## src/rtl/twr_pkg.sv

```systemverilog
package twr_pkg;
   typedef enum logic [1:0] {
      RT_PROM = 2'd0,
      RT_REG  = 2'd1,
      RT_DDC  = 2'd2
   } route_e;

   localparam int ROUTE_COUNT = 3;
   localparam int BYTE_W      = 8;
endpackage

```

## src/rtl/twr_line_watch.sv

```systemverilog
module twr_line_watch #(
   parameter int STAGES = 2
) (
   input  logic clk,
   input  logic rst_n,
   input  logic scl_i,
   input  logic sda_i,
   output logic sda_o,
   output logic start_o,
   output logic stop_o,
   output logic rise_o
);
   logic [STAGES-1:0] scl_ff;
   logic [STAGES-1:0] sda_ff;
   logic              scl_q, sda_q, scl_p, sda_p;

   always_ff @(posedge clk or negedge rst_n) begin
      if (!rst_n) begin
         scl_ff <= '1;
         sda_ff <= '1;
         scl_p  <= 1'b1;
         sda_p  <= 1'b1;
      end else begin
         scl_ff <= {scl_ff[STAGES-2:0], scl_i};
         sda_ff <= {sda_ff[STAGES-2:0], sda_i};
         scl_p  <= scl_q;
         sda_p  <= sda_q;
      end
   end

   assign scl_q   = scl_ff[STAGES-1];
   assign sda_q   = sda_ff[STAGES-1];
   assign sda_o   = sda_q;
   assign start_o = scl_q & scl_p &  sda_p & ~sda_q;
   assign stop_o  = scl_q & scl_p & ~sda_p &  sda_q;
   assign rise_o  = scl_q & ~scl_p;
endmodule

```

## src/rtl/twr_byte_shift.sv

```systemverilog
module twr_byte_shift #(
   parameter int BYTE_W = 8,
   parameter int IDX_W  = 2
) (
   input  logic              clk,
   input  logic              rst_n,
   input  logic              start_i,
   input  logic              stop_i,
   input  logic              rise_i,
   input  logic              sda_i,
   output logic              done_o,
   output logic [BYTE_W-1:0] byte_o,
   output logic [IDX_W-1:0]  idx_o
);
   localparam int CNT_W   = $clog2(BYTE_W + 1);
   localparam int ACK_POS = BYTE_W;
   localparam logic [IDX_W-1:0] IDX_MAX = '1;

   logic              active;
   logic [CNT_W-1:0]  bit_cnt;
   logic [BYTE_W-1:0] shreg;
   logic [IDX_W-1:0]  idx;

   always_ff @(posedge clk or negedge rst_n) begin
      if (!rst_n) begin
         active  <= 1'b0;
         bit_cnt <= '0;
         shreg   <= '0;
         idx     <= '0;
         done_o  <= 1'b0;
      end else begin
         done_o <= 1'b0;
         if (start_i) begin
            active  <= 1'b1;
            bit_cnt <= '0;
            idx     <= '0;
         end else if (stop_i) begin
            active  <= 1'b0;
         end else if (active && rise_i) begin
            if (bit_cnt == CNT_W'(ACK_POS)) begin
               bit_cnt <= '0;
               if (idx != IDX_MAX) idx <= idx + 1'b1;
            end else begin
               shreg   <= {shreg[BYTE_W-2:0], sda_i};
               bit_cnt <= bit_cnt + 1'b1;
               if (bit_cnt == CNT_W'(ACK_POS - 1)) done_o <= 1'b1;
            end
         end
      end
   end

   assign byte_o = shreg;
   assign idx_o  = idx;
endmodule

```

## src/rtl/twr_route_ctl.sv

```systemverilog
module twr_route_ctl
   import twr_pkg::*;
#(
   parameter int          IDX_W       = 2,
   parameter logic [6:0]  DEV_BASE    = 7'h38,
   parameter logic [7:0]  CMD_TO_PROM = 8'h01,
   parameter logic [7:0]  CMD_TO_DDC  = 8'h02
) (
   input  logic             clk,
   input  logic             rst_n,
   input  logic             start_i,
   input  logic             stop_i,
   input  logic             done_i,
   input  logic [7:0]       byte_i,
   input  logic [IDX_W-1:0] idx_i,
   input  logic             addr_sel,
   output route_e           route_o,
   output logic [7:0]       opcode_o,
   output logic             opcode_vld_o
);
   route_e route;
   route_e pend_rt;
   logic   pend;
   logic   addr_hit;
   logic   ddc_seen;
   logic   addr_match;
   logic   is_addr_byte;
   logic   is_cmd_byte;

   assign addr_match   = (byte_i[7:1] == {DEV_BASE[6:1], ~addr_sel});
   assign is_addr_byte = done_i && (idx_i == '0);
   assign is_cmd_byte  = done_i && (idx_i == IDX_W'(1)) && addr_hit && (route == RT_REG);

   always_ff @(posedge clk or negedge rst_n) begin
      if (!rst_n) begin
         route        <= RT_PROM;
         pend_rt      <= RT_REG;
         pend         <= 1'b0;
         addr_hit     <= 1'b0;
         ddc_seen     <= 1'b0;
         opcode_o     <= '0;
         opcode_vld_o <= 1'b0;
      end else begin
         opcode_vld_o <= 1'b0;
         if (start_i) begin
            addr_hit <= 1'b0;
            if (route == RT_DDC) ddc_seen <= 1'b1;
         end else if (stop_i) begin
            addr_hit <= 1'b0;
            pend     <= 1'b0;
            if (route == RT_DDC) begin
               if (ddc_seen) begin
                  route    <= RT_REG;
                  ddc_seen <= 1'b0;
               end
            end else if (pend) begin
               route    <= pend_rt;
               ddc_seen <= 1'b0;
            end
         end else if (is_addr_byte) begin
            if (route != RT_DDC) begin
               addr_hit <= addr_match & ~byte_i[0];
               if (route == RT_PROM && addr_match) route <= RT_REG;
            end
         end else if (is_cmd_byte) begin
            opcode_o     <= byte_i;
            opcode_vld_o <= 1'b1;
            if (byte_i == CMD_TO_PROM) begin
               pend    <= 1'b1;
               pend_rt <= RT_PROM;
            end else if (byte_i == CMD_TO_DDC) begin
               pend    <= 1'b1;
               pend_rt <= RT_DDC;
            end
         end
      end
   end

   assign route_o = route;
endmodule

```

## src/rtl/twbus_snoop_router.sv

```systemverilog
module twbus_snoop_router
   import twr_pkg::*;
#(
   parameter int         SYNC_STAGES = 2,
   parameter int         IDX_W       = 2,
   parameter logic [6:0] DEV_BASE    = 7'h38,
   parameter logic [7:0] CMD_TO_PROM = 8'h01,
   parameter logic [7:0] CMD_TO_DDC  = 8'h02
) (
   input  logic       clk,
   input  logic       rst_n,
   input  logic       bus_scl,
   input  logic       bus_sda,
   input  logic       addr_sel,
   output logic       en_prom,
   output logic       en_reg,
   output logic       en_ddc,
   output logic [1:0] route_status,
   output logic [7:0] reg_opcode,
   output logic       reg_opcode_vld
);
   if (SYNC_STAGES < 2) begin : g_bad_sync
      $error("SYNC_STAGES must be at least 2");
   end
   if (IDX_W < 1) begin : g_bad_idx
      $error("IDX_W must be at least 1");
   end
   if (CMD_TO_PROM == CMD_TO_DDC) begin : g_bad_cmd
      $error("command codes must differ");
   end

   logic              sda_s, start_evt, stop_evt, rise_evt, byte_evt;
   logic [BYTE_W-1:0] byte_val;
   logic [IDX_W-1:0]  byte_idx;
   route_e            route;
   logic [ROUTE_COUNT-1:0] en_vec;

   twr_line_watch #(.STAGES(SYNC_STAGES)) i_watch (
      .clk(clk), .rst_n(rst_n), .scl_i(bus_scl), .sda_i(bus_sda),
      .sda_o(sda_s), .start_o(start_evt), .stop_o(stop_evt), .rise_o(rise_evt)
   );

   twr_byte_shift #(.BYTE_W(BYTE_W), .IDX_W(IDX_W)) i_shift (
      .clk(clk), .rst_n(rst_n), .start_i(start_evt), .stop_i(stop_evt),
      .rise_i(rise_evt), .sda_i(sda_s), .done_o(byte_evt),
      .byte_o(byte_val), .idx_o(byte_idx)
   );

   twr_route_ctl #(
      .IDX_W(IDX_W), .DEV_BASE(DEV_BASE),
      .CMD_TO_PROM(CMD_TO_PROM), .CMD_TO_DDC(CMD_TO_DDC)
   ) i_ctl (
      .clk(clk), .rst_n(rst_n), .start_i(start_evt), .stop_i(stop_evt),
      .done_i(byte_evt), .byte_i(byte_val), .idx_i(byte_idx),
      .addr_sel(addr_sel), .route_o(route), .opcode_o(reg_opcode),
      .opcode_vld_o(reg_opcode_vld)
   );

   for (genvar i = 0; i < ROUTE_COUNT; i++) begin : g_en
      assign en_vec[i] = (route == route_e'(i));
   end

   assign en_prom      = en_vec[RT_PROM];
   assign en_reg       = en_vec[RT_REG];
   assign en_ddc       = en_vec[RT_DDC];
   assign route_status = route;
endmodule

```

## config.mk

```make
export PLATFORM = sky130hd
export DESIGN_NAME = twbus_snoop_router
export DESIGN_NICKNAME = d
export VERILOG_FILES = /design/src/rtl/twr_pkg.sv /design/src/rtl/twr_line_watch.sv /design/src/rtl/twr_byte_shift.sv /design/src/rtl/twr_route_ctl.sv /design/src/rtl/twbus_snoop_router.sv
export SDC_FILE = /design/constraint.sdc
export NUM_CORES = 1
export LEC_CHECK = 0
export BUFFER_PORTS_ARGS = -buffer_cell sky130_fd_sc_hd__buf_2
export CAP_MARGIN = 30
export CORE_MARGIN = 10
export CORE_UTILIZATION = 45
export DETAILED_ROUTE_END_ITERATION = 7
export MAX_ROUTING_LAYER = met4
export PLACE_DENSITY = 0.66
export SLEW_MARGIN = 20
export SYNTH_ARGS = -nofsm -noshare
export SYNTH_HDL_FRONTEND = slang
export SYNTH_SLANG_ARGS = --single-unit
```

## constraint.sdc

```tcl
create_clock -name clk -period 3.4 [get_ports clk]
set_input_delay 0.51 -clock clk [delete_from_list [all_inputs] [get_ports clk]]
set_output_delay 0.51 -clock clk [all_outputs]
set_load 0.05 [all_outputs]
```

Word level (Yosys, flattened, before mapping)
Cells that the tools add are included.

Add/subtract/negate cells: 2. Equal/unequal tests: 15. Muxes and demuxes: 43. Bitwise operators: 16. Reduce and logical (&&, ||, !) cells: 29.

Operators with widths (number): 2-to-1 mux 2 bit (14); 2-to-1 mux 1 bit (25); nonzero test 2 bit (9); 2-to-1 mux 4 bit (4); AND reduction 4 bit (4); inverter 1 bit (9); nonzero test 3 bit (3); == test 8 x 1 -> 1 bit (second input constant) (1); == test 8 x 2 -> 1 bit (second input constant) (1); AND 1 bit (7); == test 7 x 6 -> 1 bit (1); logical AND 1 bit (6); != test 2 bit (second input constant) (3); != test 3 bit (second input constant) (2); AND reduction 6 bit (1); AND reduction 5 bit (1); adder 4 x 1 -> 4 bit (second input constant) (1); == test 2 x 1 -> 1 bit (second input constant) (2); == test 4 x 3 -> 1 bit (second input constant) (1); == test 4 bit (second input constant) (1); logical NOT 2 bit (2); != test 2 x 1 -> 1 bit (second input constant) (2); AND reduction 2 bit (2); AND reduction 3 bit (1); other kinds (2) (2).

Bits in registers: 38. Input port bits: 5. Output and inout port bits: 14. Logic and storage cells: 121.

Logic depth before layout (Yosys ltp)
Gate-level depths: netlist (run 1).

Depth after elaboration: 8. Mapped depth: 6. Gate-level depth less buffers: 6.

Hierarchy
A second synthesis (run 1) with hierarchy kept.

Cell total of the unflattened synthesis: 142. Area total of the unflattened synthesis: 1771.7 um^2.

Modules (own cells, without submodules): twr_route_ctl (times used 1, cells an instance 70, area an instance 793.3 um^2, seq. area each 401.6 um^2); twr_byte_shift (times used 1, cells an instance 60, area an instance 775.7 um^2, seq. area each 400.4 um^2); twr_line_watch (times used 1, cells an instance 9, area an instance 183.9 um^2, seq. area each 157.7 um^2); twbus_snoop_router (times used 1, cells an instance 3, area an instance 18.8 um^2, seq. area each 0.0 um^2).

Least setup slack after synthesis (run 1)
Ideal clock, no wire load.

Kind: register -> register. Start point: register i_ctl.route[0] (netlist: i_ctl.route_o[0]). End point: register i_ctl.opcode_o[0]. Setup time: 0.125 ns. Arrival: 2.597 ns. Required time: 3.275 ns. Path slack: 0.679 ns. Cell stages (with the launch flop): 5. Path buffers: 0. Clock period less this slack: 2.721 ns. Cells stage by stage: dfrtp_1 > nor2b_1 > nand4_1 > nor3_2 > mux2_2.

Cells in the longest elaborated chain, start to end: 3.

Ends and longest elaborated chain: start: declaration (RTL line twr_route_ctl.sv:21) `route_e route;`; start signal: assignment (RTL line twr_route_ctl.sv:57) `route <= pend_rt;`; == test 2 x 1 -> 1 bit; net en_reg (RTL line twbus_snoop_router.sv:16) `output logic en_reg,`; logical AND 1 bit (RTL line twr_route_ctl.sv:32) `assign is_cmd_byte = done_i && (idx_i == IDX_W'(1)) && addr_hit && (route == RT_REG);`; AND reduction 4 bit (no line); end signal: assignment (RTL line twr_route_ctl.sv:66) `opcode_o <= byte_i;`; end: declaration (RTL line twr_route_ctl.sv:18) `output logic [7:0] opcode_o,`.

The timed path passes the listed nets, and every way through them passes these cells. A chain may end at the register's enable or synchronous reset.

Worst setup path in the final report (run 1)
Start point: register i_watch.sda_ff[1]. End point: register i_ctl.opcode_o[0].

Cells in the longest elaborated chain, start to end: 4. Elaborated cells on any way between the ends: 6. Those cells by class: bitwise (5); reduce/logical (1).

Ends and longest elaborated chain: start: declaration (RTL line twr_line_watch.sv:14) `logic [STAGES-1:0] sda_ff;`; start signal: assignment (RTL line twr_line_watch.sv:25) `sda_ff <= {sda_ff[STAGES-2:0], sda_i};`; inverter 1 bit (RTL line twr_line_watch.sv:34) `assign start_o = scl_q & scl_p & sda_p & ~sda_q;`; AND 1 bit (RTL line twr_line_watch.sv:34); inverter 1 bit (no line); AND reduction 4 bit (no line) (*).

Mark *: on every way between the ends. The rest lies on a longest branch, timed or not.

==> impl_metrics.ini, run 1 <==
[sta]
grt_setup_unrepaired = false
fin_skew_ns = 0.00301
setup_violations = 0
max_clock_freq_mhz = 492
slew_viol_final = 0
setup_tns_ns = 0
worst_pin_slew_ns = 0.824
fin_ws_ns = 1.37
final-hold-violation-count = 0
period_share_pct = 59.7
clock_period_minus_final_worst_setup_slack_ns = 2.03
relSlewSlack_pct = 44.7

[die]
floorplan.die_area_sq_mm = 0.00655
placement_rows = 22
fp.dieH_um = 81.0
floorplan.core_area_sq_mm = 0.00363
floorplan.io_pins = 19
start_util_pct = 46.0
die_x_um = 81.0

[detailed_routing]
vias_per_cell = 5.30
firstDrtPassIters = 5
drt_wl_total_mm = 3.04
route.antenna.remaining_nets = 0
via_count = 1082
drc = 0
drtIter0Drc = 57
routed_wire_length_per_instance_um = 14.9

[grt]
first_global_vias = 1146
grt_first_pass_wirelength_mm = 5.35
gr-total-overflow = 0
grt.total_usage_pct = 10.9
largest_net_degree_at_the_start_of_global_routing = 39
number_of_antenna_violations_at_the_first_check_in_global_routing = 0

[synth]
ys_ff_latch = 38
synth.lib_cells_used.distinct = 40
mappedNetlistNets = 142
mappedNetlistArea_sq_mm = 0.00167
synth_warnings = 0
syn-mean-instance-area_sq_um = 12.7
synthCells = 132
synth_seq_area_share_pct = 57.4
yosys_most_used_dff = dfrtp_1
synth-edff-count = 0
ys_async_sr_fraction_pct = 100

[layout]
antenna_cells_inserted = 0
fin_nets = 165
flow.area_growth_from_synthesis_pct = 14.2
drive_above_1_share_pct = 34.0

[pwr]
powerDensity_mw_per_mm2 = 560
power_leakage_uw = 0.000903
ir_drop_mv = 0.345

[setup_path]
setup.worst_path.start_class = register
cp_top_family = simple AND/OR/NAND/NOR gates
start_to_end_type_of_the_worst_setup_path = reg -> reg
crit_path_max_incr_delay_ns = 0.62
required_ns = 3.57
critical_path.cell_chain = xor2_1, and3_1, nor3_2, mux2_2
arrival_ns = 2.21
worstPathMaxFanout = 9
setup.worst_path.end_class = register
cp_num_buf_inv = 0
slowest_stage_cell_on_the_critical_path = nor3_2

[cts]
cts_buffers = 5
cts_hold_repair.buffers = 0
clock_tree.root_cell = clkbuf_8
path_clk_slew_ns = 0.07
cts_tree = done
total_number_of_clock_tree_sinks = 38
postCtsSetupBuffers = 0
resize_count_post_cts = 0
number_of_buffers_on_the_longest_clock_path = 2
worst_skew_pair.late_latency_ns = 0.29
cts_h_tree_depth = 2

[placement]
dpl.hpwl_mm = 2.26
port_buffers = 18
placement.setup.worst_slack_ns = 1.37
routabilityCongestion = 0.792

[min_path]
min_path_type = in -> async

[outcome]
result_of_the_run = complete, no violations

[job]
count_of_max_cap_constraint_violations = 0
[layer usage]
| metal | vias to the layer above | global-route usage, % | part of all wire (%) |
|---|---|---|---|
| li1 | 518 | - | - |
| met1 | 536 | 11.9 | 44 |
| met2 | 26 | 17.0 | 49 |
| met3 | 2 | 4.86 | 5.9 |
| met4 | 0 | 4.67 | 0.63 |
| met5 | - | - | 0 |
[cells in the mapped netlist, types with 2 or more instances]
library cell  instances  area (sq um)
nand4b_1              2          17.5
nor2_1                8          30.0
dfrtp_1              31           776
or3_1                 2          12.5
inv_1                 6          22.5
a21oi_1               4          20.0
o21ai_0               6          30.0
nor2b_1               2          12.5
xor2_1                2          17.5
clkbuf_1              2          7.51
and4b_1               2          20.0
a21o_1                2          15.0
nand2_1               7          26.3
ha_1                  5          62.6
dfstp_2               7           184
xnor2_1               2          17.5
nor4_1                2          12.5
mux2i_1               2          20.0
mux2_2               16           180
a22o_1                2          17.5
[power by group]
group	switching, uW	total, uW	internal, uW
combinational	78.8	168	89.4
sequential	72.5	590	517
clock	149	311	163
total	300	1070	769
[cells by family (layout without fill, tap and decap cells)]
group | count (synthesis) | after routing | share of synthesized area [%]
and+or+nand+nor | 39 | 39 | 14.9
DFF | 38 | 38 | 57.4
AOI/OAI and AO/OA | 19 | 19 | 7.19
muxes | 19 | 19 | 12.9
buffers and inverters | 8 | 32 | 1.80
adders and majority gates | 5 | 5 | 3.74
xor gates and xnor gates | 4 | 4 | 2.10
[path summary, 6_finish.rpt]
kind | cells past startpoint | slack, ns | start | end
max in group asynchronous | 1 | 2.58 | rst_n | i_shift.byte_o[3]$_DFFE_PN0P_
min in group clk | 1 | 0.31 | bus_sda | i_watch.sda_ff[0]$_DFF_PN1_
setup / recovery | 4 | 1.37 | i_watch.sda_ff[1]$_DFF_PN1_ | i_ctl.opcode_o[0]$_DFFE_PN0P_
hold reg to reg | 0 | 0.36 | i_watch.scl_ff[0]$_DFF_PN1_ | i_watch.scl_ff[1]$_DFF_PN1_
hold / removal | 1 | 0.31 | rst_n | i_ctl.route_o[0]$_DFFE_PN0P_
setup reg to reg | 4 | 1.37 | i_watch.sda_ff[1]$_DFF_PN1_ | i_ctl.opcode_o[0]$_DFFE_PN0P_
[cell usage in the layout (no fill, tap or decap), types with 4 or more instances in the layout]
| cell | count |
|---|---|
| o21ai_0 | 6 |
| inv_1 | 6 |
| dfstp_2 | 7 |
| a21oi_1 | 4 |
| mux2_2 | 16 |
| clkbuf_8 | 6 |
| ha_1 | 5 |
| nand2_1 | 7 |
| buf_2 | 18 |
| nor2_1 | 8 |
| dfrtp_1 | 31 |
[layout make-up]
| cell class | count | area (sq um) |
|---|---|---|
| clock buffer | 6 | 82.6 |
| clock inverter | 2 | 12.5 |
| fill | 332 | 1720 |
| inverter | 6 | 22.5 |
| multi-input combinational | 86 | 682 |
| sequential | 38 | 960 |
| tap | 48 | 60.1 |
| timing repair buffer | 18 | 90.1 |
[worst register-to-register path: stages, from the launching register on]
cell	delay (ns)
dfstp_2	0.58
xor2_1	0.07
and3_1	0.23
nor3_2	0.62
mux2_2	0.41
[per-stage QoR]
stage	hold WS [ns]	cell area (sq um)	util, %	power [uW]	instances
final	0.313	1910	52.5	1070	204
after global routing	0.295	1910	52.5	1140	204
after CTS	0.301	1910	52.5	1080	204
after detailed placement	0.348	1810	49.9	766	196
after global placement	0.348	1810	49.9	754	196
after floorplan	0.214	1670	-	712	132
[registers in the layout, indices dropped and copies added (netlist names), 2 cells and up]
| name | flops |
|---|---|
| i_ctl.opcode_o | 8 |
| i_shift.byte_o | 8 |
| i_shift.bit_cnt | 4 |
| i_ctl.pend_rt | 2 |
| i_ctl.route_o | 2 |
| i_shift.idx_o | 2 |
| i_watch.scl_ff | 2 |
| i_watch.sda_ff | 2 |
(Power assumes the default switching activity.)
==> run 2, diff against run 1 <==
==> constraint.sdc (replaced) <==
create_clock -name clk -period 1.95 [get_ports clk]
set_input_delay 0.2925 -clock clk [delete_from_list [all_inputs] [get_ports clk]]
set_output_delay 0.2925 -clock clk [all_outputs]
set_load 0.05 [all_outputs]
==> impl_metrics.ini, run 2 (same netlist as run 1, synthesis figures left out) <==
[detailed_routing]
firstDrtPassIters = 4
via_count = 1112
routed_wire_length_per_instance_um = 14.4
drt_wl_total_mm = 3.03
vias_per_cell = 5.27
route.antenna.remaining_nets = 0
drc = 0
drtIter0Drc = 54

[setup_path]
worstPathMaxFanout = 2
arrival_ns = 2.11
reg2reg_setup_slack_ns = 0.02
setup.worst_path.end_class = register
cp-endpoint = i_ctl.pend_rt[1]$_DFFE_PN0P_
critical_path.reg2reg.startpoint = i_shift.byte_o[7]$_DFFE_PN0P_
required_ns = 2.13
reg2reg_to = i_ctl.pend_rt[1]$_DFFE_PN0P_
setup.worst_path.start = i_shift.byte_o[7]$_DFFE_PN0P_
start_to_end_type_of_the_worst_setup_path = reg -> reg
reg2regPathDepth = 4
setup.worst_path.start_class = register

[layout]
fin_nets = 172
most-common-layout-cells = dfrtp_1 (29), buf_2 (18), mux2_2 (16)
layout.cells.most_common = dfrtp_1
antenna_cells_inserted = 0
drive_above_1_share_pct = 39.9
n_fill_cell = 319
flow.area_growth_from_synthesis_pct = 19.8
final_core_util_pct = 55.1

[cts]
cts_h_tree_depth = 2
path_clk_slew_ns = 0.07
cts_tree = done
clock_tree.root_cell = clkbuf_8
worst_skew_pair.late_latency_ns = 0.29
cts_buffers = 5
number_of_buffers_on_the_longest_clock_path = 2
total_number_of_clock_tree_sinks = 38

[sta]
period_share_pct = 99.0
worst_pin_slew_ns = 0.520
setup_tns_ns = 0
max_clock_freq_mhz = 518
grt_setup_unrepaired = true
slew_viol_final = 0
relSlewSlack_pct = 65.0
final-hold-violation-count = 0
clock_period_minus_final_worst_setup_slack_ns = 1.93
fin_skew_ns = 0.00781
setup_violations = 0

[grt]
first_global_vias = 1190
grt_first_pass_wirelength_mm = 5.44
largest_net_degree_at_the_start_of_global_routing = 39
grt.total_usage_pct = 11.0
gr-total-overflow = 0
number_of_antenna_violations_at_the_first_check_in_global_routing = 0

[job]
count_of_max_cap_constraint_violations = 0

[placement]
port_buffers = 18
dpl.hpwl_mm = 2.24
routabilityCongestion = 0.792

[die]
start_util_pct = 46.0
floorplan.io_pins = 19
floorplan.die_area_sq_mm = 0.00655
fp.dieH_um = 81.0
floorplan.core_area_sq_mm = 0.00363
die_x_um = 81.0
placement_rows = 22

[pwr]
powerDensity_mw_per_mm2 = 959
power_leakage_uw = 0.000953
ir_drop_mv = 0.552

[outcome]
result_of_the_run = complete, no violations

[min_path]
min_path_type = in -> async
==> run 2: worst max-delay path, cell delays in order, from the launching register on <==
cell and delay, ns:
dfrtp_1 0.38, or3_4 0.39, or4_4 0.44, or3b_1 0.35
mux2_4 0.26
==> run 2: worst min path at each step <==
stage	startpoint	endpoint	slack, ns
floorplan	rst_n	i_ctl.addr_hit$_DFFE_PN0P_	-0.003
global placement	i_watch.scl_ff[0]$_DFF_PN1_	i_watch.scl_ff[1]$_DFF_PN1_	0.35
detailed placement	i_watch.scl_ff[0]$_DFF_PN1_	i_watch.scl_ff[1]$_DFF_PN1_	0.35
CTS	rst_n	i_shift.byte_o[0]$_DFFE_PN0P_	0.06
global route	rst_n	i_shift.byte_o[6]$_DFFE_PN0P_	0.07
finish	rst_n	i_ctl.opcode_o[6]$_DFFE_PN0P_	0.04
==> run 2: layout make-up <==
| type | instances | area (sq um) | area share, % |
|---|---|---|---|
| clock buffers | 6 | 82.6 | 4.12 |
| clock inverters | 2 | 12.5 | 0.625 |
| inverters | 6 | 22.5 | 1.12 |
| multi-input cells | 86 | 708 | 35.4 |
| flip-flops and latches | 38 | 962 | 48.0 |
| well taps | 48 | 60.1 | 3.00 |
| repair buffers | 25 | 155 | 7.75 |
==> run 2: timing repair <==
| action | in CTS | in global routing |
|---|---|---|
| resized for setup | 0 | 2 |
| pin swaps | 1 | 0 |
| hold buffers | 0 | 0 |
| endpoints found under the setup margin | 1 | 2 |
| endpoints found under the hold margin | 0 | 0 |
| setup buffers | 1 | 0 |
==> run 2: report_power, final <==
group	switching, uW	internal [uW]
Combinational	158	203
Sequential	113	901
Clock	262	284
Total	533	1390
==> run 2: per-stage QoR <==
stage               area, sq um  setup slack (ns)  total power (uW)  hold slack [ns]  std cells
floorplan                  1690           -0.0510              1240         -0.00309        132
global placement           1890            0.0263              1350            0.346        202
detailed placement         1890           -0.0121              1370            0.347        202
CTS                        1990           0.00534              1930           0.0557        211
global route               2000           -0.0378              2060           0.0735        211
finish                     2000            0.0189              1920           0.0416        211
==> run 2: routing by layer <==
metal  GRT usage [%]  routed length, um  vias to the layer above
met1            11.9               1320                      554
met3            4.64                182                        5
met4            4.15                 51                        0
met5               -                  0                        -
met2            17.7               1480                       20
li1                -                  -                      533
==> run 3, diff against run 2 <==
--- a/config.mk
+++ b/config.mk
@@ -10,8 +10,10 @@
 export CORE_MARGIN = 10
 export CORE_UTILIZATION = 45
 export DETAILED_ROUTE_END_ITERATION = 7
+export GPL_TIMING_DRIVEN = 0
 export MAX_ROUTING_LAYER = met4
 export PLACE_DENSITY = 0.66
+export SKIP_LAST_GASP = 1
 export SLEW_MARGIN = 20
 export SYNTH_ARGS = -nofsm -noshare
 export SYNTH_HDL_FRONTEND = slang
==> impl_metrics.ini, run 3 (same netlist as run 1, synthesis figures left out) <==
[pwr]
power_leakage_uw = 0.000940
power.switching_fraction_pct = 27.7
comb_power_share_pct = 16.9
post-layout-total-power_uw = 2040
ir_drop_mv = 0.634
powerDensity_mw_per_mm2 = 1020
seqPwrFrac_pct = 50.7
cell_internal_pwr_uw = 1470
switchingPower_uw = 564
clock_power_share_pct = 32.5

[sta]
fin_hold_ws_ns = 0.0898
setup_violations = 1
grt_setup_unrepaired = true
fin_ws_ns = -0.00804
max_clock_freq_mhz = 511
worst_pin_slew_ns = 0.814
final-hold-violation-count = 0
slew_viol_final = 0
period_share_pct = 100
relSlewSlack_pct = 45.8
fin_skew_ns = 0.00595
clock_period_minus_final_worst_setup_slack_ns = 1.96

[grt]
largest_net_degree_at_the_start_of_global_routing = 39
first_global_vias = 1131
gr-total-overflow = 0
grt.total_usage_pct = 11.1
number_of_antenna_violations_at_the_first_check_in_global_routing = 0
grt_first_pass_wirelength_mm = 5.47

[job]
count_of_max_cap_constraint_violations = 0

[detailed_routing]
drt_wl_total_mm = 3.12
route.antenna.remaining_nets = 0
via_count = 1106
drc = 0
drtIter0Drc = 72
vias_per_cell = 5.29
firstDrtPassIters = 4
routed_wire_length_per_instance_um = 14.9

[setup_path]
setup.worst_path.end_class = register
reg2reg_setup_slack_ns = -0.008
required_ns = 2.13
start_to_end_type_of_the_worst_setup_path = reg -> reg
worstPathMaxFanout = 2
setup.worst_path.start_class = register
arrival_ns = 2.14

[placement]
placement.setup.worst_slack_ns = -0.0788
dpl-instance-area_sq_mm = 0.00184
dpl.hpwl_mm = 2.27
port_buffers = 18
routabilityCongestion = 0.833

[die]
die_x_um = 81.0
placement_rows = 22
floorplan.core_area_sq_mm = 0.00363
start_util_pct = 46.0
fp.dieH_um = 81.0
floorplan.die_area_sq_mm = 0.00655
floorplan.io_pins = 19

[cts]
number_of_buffers_on_the_longest_clock_path = 2
clock_tree.root_cell = clkbuf_8
worst_skew_pair.late_latency_ns = 0.30
cts_h_tree_depth = 2
cts_buffers = 5
total_number_of_clock_tree_sinks = 38
cts_hold_repair.buffers = 0
cts_tree = done
path_clk_slew_ns = 0.08

[layout]
finish.instance_area_sq_mm = 0.00200
antenna_cells_inserted = 0
fin_nets = 170
drive_above_1_share_pct = 38.5
most-common-layout-cells = dfrtp_1 (29), buf_2 (18), mux2_2 (16)
flow.area_growth_from_synthesis_pct = 19.8
layout.cells.most_common = dfrtp_1
final_core_util_pct = 55.1

[outcome]
failed_checks = negative setup slack
result_of_the_run = complete, but fails checks

[min_path]
min_path_type = in -> async
-- run 3: power by group through the flow --
stage / sequential [uW] / combinational (uW) / clock [uW]
2_1_floorplan: 1000 / 241 / 0
3_3_place_gp: 1040 / 283 / 0
3_5_place_dp: 1050 / 300 / 0
4_1_cts: 1020 / 333 / 679
5_1_grt: 1060 / 384 / 728
6_report: 1030 / 344 / 660
-- run 3: timing repair --
action / 4_1_cts / 5_1_grt
resized for setup: 0 / 3
setup endpoints to repair: 2 / 18
buffers inserted: 2 / 1
pin swaps: 1 / 0
cloned: 0 / 0
-- run 3: final timing paths --
path / from / to / depth (start not counted)
min: rst_n / i_shift.bit_cnt[3]$_DFFE_PN0P_ / 1
min in group clk: bus_scl / i_watch.scl_ff[0]$_DFF_PN1_ / 1
max reg2reg: i_shift.byte_o[7]$_DFFE_PN0P_ / i_ctl.pend_rt[1]$_DFFE_PN0P_ / 4
max in group asynchronous: rst_n / i_ctl.route_o[1]$_DFFE_PN0P_ / 1
max: i_shift.byte_o[7]$_DFFE_PN0P_ / i_ctl.pend_rt[1]$_DFFE_PN0P_ / 4
min reg2reg: i_watch.scl_ff[0]$_DFF_PN1_ / i_watch.scl_ff[1]$_DFF_PN1_ / 0
-- run 3: cell type report --
type | instances | area [sq um]
fillers | 307 | 1630
flip-flops and latches | 38 | 962
multi-input cells | 86 | 712
repair buffers | 21 | 125
clock buffers | 5 | 68.8
well taps | 48 | 60.1
clock inverters | 3 | 45.0
inverters | 6 | 22.5
plain buffers | 2 | 7.51
-- run 3: through the flow --
stage           TNS, ns  instances
2_1_floorplan    -0.408        132
3_3_place_gp    -0.0541        198
3_5_place_dp    -0.0788        198
4_1_cts        -0.00649        208
5_1_grt         -0.0564        209
6_report       -0.00804        209
-- run 3: critical path, stage by stage, from the launching register on --
cell	delay, ns
dfrtp_1	0.38
or3_4	0.39
or4_4	0.45
or3b_1	0.37
mux2_4	0.26
-- run 3: metal layers --
layer  global-route usage [%]  share of wire (%)  wire (um)
met3                     3.64                4.5        139
met4                     6.40                2.3         73
met1                     12.9                 45       1410
met2                     16.5                 48       1490
met5                        -                  0          0
